## config.mk

```make
export PLATFORM = sky130hd
export DESIGN_NAME = prio_irq_ctrl
export DESIGN_NICKNAME = d
export VERILOG_FILES = /design/src/rtl/pic_pkg.sv /design/src/rtl/pic_level_map.sv /design/src/rtl/pic_prio_enc.sv /design/src/rtl/pic_vec_gen.sv /design/src/rtl/prio_irq_ctrl.sv
export SDC_FILE = /design/constraint.sdc
export NUM_CORES = 1
export LEC_CHECK = 0
export ABC_AREA = 0
export ABC_CLOCK_PERIOD_IN_PS = 4100
export BUFFER_PORTS_ARGS = -buffer_cell sky130_fd_sc_hd__buf_2
export CAP_MARGIN = 0
export CORE_MARGIN = 1
export CORE_UTILIZATION = 40
export CTS_CLUSTER_DIAMETER = 80
export DETAILED_ROUTE_END_ITERATION = 7
export RECOVER_POWER = 25
export SLEW_MARGIN = 40
export SYNTH_ARGS = -nofsm -noshare
export SYNTH_HDL_FRONTEND = slang
export SYNTH_SLANG_ARGS = --single-unit
export TNS_END_PERCENT = 10
```

## constraint.sdc

```tcl
create_clock -name clk -period 4.1 [get_ports clk]
set_clock_uncertainty 0.2 [all_clocks]
set_input_delay 0.82 -clock clk [delete_from_list [all_inputs] [get_ports clk]]
set_output_delay 0.82 -clock clk [all_outputs]
set_load 0.02 [all_outputs]
```

## src/rtl/pic_pkg.sv

```systemverilog
package pic_pkg;
    localparam int NUM_LVL = 8;
    localparam int LVL_W   = 3;
    typedef logic [LVL_W-1:0] lvl_t;
endpackage

```

## src/rtl/pic_level_map.sv

```systemverilog
module pic_level_map #(
    parameter int TOT     = 7,
    parameter int NUM_LVL = 8,
    parameter int LVL_W   = 3
) (
    input  logic [TOT-1:0]       pend,
    input  logic [TOT-1:0]       mask,
    input  logic [TOT*LVL_W-1:0] prio,
    output logic [NUM_LVL-1:0]   lvl_act
);
    // one OR-reduction per level over the eligible sources assigned to it
    for (genvar l = 0; l < NUM_LVL; l++) begin : g_lvl
        always_comb begin
            lvl_act[l] = 1'b0;
            for (int s = 0; s < TOT; s++) begin
                if (pend[s] && !mask[s] && (prio[s*LVL_W +: LVL_W] == LVL_W'(l)))
                    lvl_act[l] = 1'b1;
            end
        end
    end
endmodule

```

## src/rtl/pic_prio_enc.sv

```systemverilog
module pic_prio_enc #(
    parameter int N = 8,
    parameter int W = 3
) (
    input  logic [N-1:0] vec,
    output logic         vld,
    output logic [W-1:0] idx
);
    always_comb begin
        vld = |vec;
        idx = '0;
        for (int i = 0; i < N; i++) begin
            if (vec[i]) idx = W'(i);
        end
    end
endmodule

```

## src/rtl/pic_vec_gen.sv

```systemverilog
module pic_vec_gen #(
    parameter int          LVL_W      = 3,
    parameter int          VEC_W      = 12,
    parameter logic [11:0] VEC_BASE   = 12'h040,
    parameter logic [11:0] VEC_STRIDE = 12'h010
) (
    input  logic [LVL_W-1:0] lvl,
    output logic [VEC_W-1:0] vec
);
    localparam logic [VEC_W-1:0] BASE_W   = VEC_W'(VEC_BASE);
    localparam logic [VEC_W-1:0] STRIDE_W = VEC_W'(VEC_STRIDE);
    assign vec = BASE_W + VEC_W'(lvl) * STRIDE_W;
endmodule

```

## src/rtl/prio_irq_ctrl.sv

```systemverilog
module prio_irq_ctrl #(
    parameter int          NUM_HW     = 6,
    parameter int          VEC_W      = 12,
    parameter logic [11:0] VEC_BASE   = 12'h040,
    parameter logic [11:0] VEC_STRIDE = 12'h010,
    localparam int         TOT        = NUM_HW + 1,
    localparam int         LVL_W      = pic_pkg::LVL_W,
    localparam int         NUM_LVL    = pic_pkg::NUM_LVL
) (
    input  logic                   clk,
    input  logic                   rst_n,
    input  logic [NUM_HW-1:0]      hw_req,
    input  logic                   sw_set,
    input  logic [TOT-1:0]         src_mask,
    input  logic [TOT*LVL_W-1:0]   src_prio,
    input  logic                   gie,
    input  logic                   cpu_ack,
    input  logic                   cpu_reti,
    output logic                   irq,
    output logic [LVL_W-1:0]       irq_lvl,
    output logic [VEC_W-1:0]       irq_vec
);
    typedef struct packed {
        logic [TOT-1:0]     pend;
        logic [NUM_LVL-1:0] isr;
    } state_t;

    state_t st_d, st_q;

    logic [NUM_LVL-1:0] lvl_act;
    logic               best_vld, top_vld;
    pic_pkg::lvl_t      best_idx, top_idx;
    logic               ack_ok;
    logic [TOT-1:0]     clr;
    logic [TOT-1:0]     pend_vis;
    logic [NUM_LVL-1:0] isr_vis;

    pic_level_map #(.TOT(TOT), .NUM_LVL(NUM_LVL), .LVL_W(LVL_W)) u_map (
        .pend    (st_q.pend),
        .mask    (src_mask),
        .prio    (src_prio),
        .lvl_act (lvl_act)
    );

    pic_prio_enc #(.N(NUM_LVL), .W(LVL_W)) u_best (
        .vec (lvl_act),
        .vld (best_vld),
        .idx (best_idx)
    );

    pic_prio_enc #(.N(NUM_LVL), .W(LVL_W)) u_top (
        .vec (st_q.isr),
        .vld (top_vld),
        .idx (top_idx)
    );

    pic_vec_gen #(.LVL_W(LVL_W), .VEC_W(VEC_W), .VEC_BASE(VEC_BASE),
                  .VEC_STRIDE(VEC_STRIDE)) u_vec (
        .lvl (best_idx),
        .vec (irq_vec)
    );

    always_comb begin
        irq     = gie && best_vld && (!top_vld || (best_idx > top_idx));
        irq_lvl = best_idx;
        ack_ok  = cpu_ack && irq;

        for (int s = 0; s < TOT; s++) begin
            clr[s] = ack_ok && !src_mask[s] && (src_prio[s*LVL_W +: LVL_W] == best_idx);
        end

        st_d      = st_q;
        st_d.pend = (st_q.pend & ~clr) | {sw_set, hw_req};
        if (cpu_reti && top_vld) st_d.isr[top_idx] = 1'b0;
        if (ack_ok)              st_d.isr[best_idx] = 1'b1;
    end

    always_ff @(posedge clk or negedge rst_n) begin
        if (!rst_n) st_q <= '0;
        else        st_q <= st_d;
    end

    assign pend_vis = st_q.pend;
    assign isr_vis  = st_q.isr;
endmodule

```

==> results.json <==
{
  "fin_nets": 395,
  "viasPerCell": 5.610,
  "crit_buf_inv": 4,
  "mostFrequentLayoutCells": "buf_4 (61), buf_2 (42), nor2_1 (26)",
  "tightest_slew_ps": 942.3,
  "io_buffer_count": 47,
  "final.setup.tns_ps": -91.29,
  "status": "finished with violations",
  "ys_ff_latch": 15,
  "relSlewSlack_pct": 37.18,
  "grt_max_degree": 16,
  "p_sw_share_pct": 42.60,
  "crit_slowest_cell": "or3b_4",
  "cp_cell_sequence": "buf_2, or3b_4, o32ai_4, a311oi_2, and4_1, o211ai_1, a21o_1, inv_1, ha_2, inv_2, a21o_1, a21oi_1, a31oi_1, o21ai_1, a31oi_2, buf_4",
  "drv_cap": 0,
  "clockRootBuffer": "clkbuf_8",
  "cpPeakStageDelay_ps": 450,
  "syn_avg_cell_area_um2": 7.482,
  "critPathArrivalTime_ps": 3150,
  "vias": 2261,
  "end_kind": "output port",
  "drt_iter0_markers": 80,
  "synthFlopType": "dfrtp_1",
  "rsz0062_at_grt": "true",
  "clock-sinks": 15,
  "crit_family": "compound AO/OA/AOI/OAI gates",
  "place.gp.congestion": 0.9977,
  "place_area_um2": 2440,
  "setup_viol": 2,
  "power.switching_mw": 0.4389,
  "cp_common_cell": "a21o_1",
  "cts.path.max_buffers": 2,
  "powerDensity_nw_per_um2": 375.0,
  "pin_count": 56,
  "grt_pass1_vias": 2249,
  "drv_slew": 0,
  "fin_crit_sh_pct": 101.8,
  "track_usage_pct": 27.89,
  "synth.cell_area_um2": 1848,
  "violations": "setup timing",
  "clk_latency_ps": 260,
  "diodes": 0,
  "layout_commonest_cell": "buf_4",
  "dr.pass1.iters": 4,
  "core_area_um2": 4384,
  "synth-warning-count": 0,
  "die_area_um2": 4896,
  "wl_per_cell_um": 16.15,
  "cts-buffers-inserted": 3,
  "area_delta_synth_final_pct": 48.68,
  "postLayoutCellArea_um2": 2748,
  "fin_crit_ps": 4174,
  "p_leak_nw": 1.223,
  "layout_setup_ws_ps": -73.86,
  "hold_violations": 0,
  "die_h_um": 69.97,
  "crit_type": "in2out",
  "yosysUniqueCellTypes": 52,
  "drive_gt1_share_pct": 40.17,
  "min_path_type": "reg2reg",
  "synth-edff-count": 0,
  "clock_power_share_pct": 12.6,
  "crit_path_start_kind": "input port",
  "antenna_found_initial": 0,
  "critical_path_required_ps": 3080,
  "placementRows": 24,
  "combPwrFrac_pct": 68.4,
  "wl_um": 6510,
  "grt.overflow.total": 0,
  "peakVddDrop_v": 0.0001827,
  "ant_nets": 0,
  "die_w_um": 69.97,
  "initial_core_util_pct": 42.15,
  "syn-instance-count": 247,
  "path_clk_slew_ps": 70,
  "tritoncts": "yes",
  "drc_errors": 0,
  "async_flop_share_pct": 100.0,
  "yosysSeqAreaShare_pct": 20.31,
  "crit_fanout": 4,
  "seqPwrFrac_pct": 19.0,
  "internal_power_mw": 0.5914,
  "htreeDepth": 1,
  "max_freq_mhz": 239.6,
  "final_util_pct": 62.67,
  "hpwlAfterDp_um": 5055,
  "grt_pass1_wl_um": 10740
}
worst register-to-register path: stages (launching register included):
cell	delay [ps]
dfrtp_1	400
or3b_4	300
o22ai_2	100
a311oi_2	220
nand4_1	210
o211ai_1	220
a21o_1	160
inv_1	50
ha_2	170
inv_2	40
a21o_1	90
a21oi_1	60
a31oi_1	210
buf_4	160
buf_6	80
buf_6	80
buf_6	70
o211ai_1	110
a31oi_2	260
buf_4	190
nand2_2	40
o32a_1	340
final cells by class:
cell class | instances | area, um^2
clock buffers | 4 | 45.04
fillers | 423 | 1637
inverters | 11 | 41.29
multi-input cells | 209 | 1450
flip-flops and latches | 15 | 375.4
well taps | 52 | 65.06
repair buffers | 112 | 770.7
kinds of logic after synthesis:
| kind of cell | count (synthesis) | synth area share [%] |
|---|---|---|
| buffers and inverters | 30 | 9.275 |
| other | 1 | 0.2029 |
| DFF | 15 | 20.31 |
| AOI/OAI and AO/OA | 73 | 27.69 |
| and+or+nand+nor | 113 | 34.80 |
| xor gates and xnor gates | 12 | 5.687 |
| adders and majority gates | 3 | 2.031 |
stage by stage:
step	cells	power, mW	hold WS (ps)	setup slack, ps
3_5_place_dp	385	0.7172	314.9	-145.8
3_3_place_gp	385	0.7131	299.9	-121.7
2_1_floorplan	254	0.5562	271.0	0.8211
4_1_cts	398	0.9614	289.0	-44.49
6_report	403	1.030	336.5	-73.86
5_1_grt	403	1.114	367.4	-222.5
registers in the layout, summed over array words and instances, names as in the netlist:
signal and count:
isr_vis 8, pend_vis 7
repair_timing:
item,in CTS,in global routing
buffers inserted,9,7
hold buffers,0,0
pin swaps,14,16
cloned,0,0
resized for setup,13,19
endpoints found under the setup margin,1,16
Yosys cell counts (5+ instances only):
| cell | number | share of area, % |
|---|---|---|
| nand3b_1 | 7 | 2.8 |
| buf_2 | 5 | 1.4 |
| nand3_1 | 6 | 1.6 |
| nor3b_1 | 6 | 2.4 |
| xnor2_1 | 7 | 3.3 |
| o21ai_0 | 24 | 6.5 |
| inv_1 | 11 | 2.2 |
| buf_4 | 12 | 4.9 |
| o22ai_1 | 6 | 2.0 |
| a21oi_1 | 5 | 1.4 |
| nand2b_1 | 14 | 4.7 |
| nand2_1 | 16 | 3.2 |
| dfrtp_1 | 15 | 20 |
| nor3_1 | 9 | 2.4 |
| nor2_1 | 28 | 5.7 |
| xor2_1 | 5 | 2.4 |
power groups by stage:
stage / logic [mW] / registers, mW / clock network, mW
2_1_floorplan: 0.360 / 0.196 / 0
3_3_place_gp: 0.515 / 0.198 / 0
3_5_place_dp: 0.519 / 0.198 / 0
4_1_cts: 0.634 / 0.195 / 0.132
5_1_grt: 0.775 / 0.199 / 0.141
6_report: 0.705 / 0.196 / 0.130
worst paths after layout:
check                           slack, ps               endpoint  cells past startpoint                   from
worst min register to register        340  pend_vis[5]$_DFF_PN0_                      1  pend_vis[5]$_DFF_PN0_
min in group asynchronous             480  pend_vis[3]$_DFF_PN0_                      1                  rst_n
worst max register to register        230  pend_vis[2]$_DFF_PN0_                     21  pend_vis[4]$_DFF_PN0_
worst min-delay path                  340  pend_vis[5]$_DFF_PN0_                      1  pend_vis[5]$_DFF_PN0_
max in group asynchronous            2640  pend_vis[5]$_DFF_PN0_                      1                  rst_n
worst max-delay path                  -70                    irq                     16            src_mask[4]
layer usage:
layer  global-route usage (%)  vias up  wire [um]
li1                         -     1114          -
met1                    36.55     1064       2914
met2                    47.76       70       3155
met3                    2.742       13        303
met4                    9.333        0        136
met5                        0        -          0
Note: power is estimated with default switching activity, not from simulation.
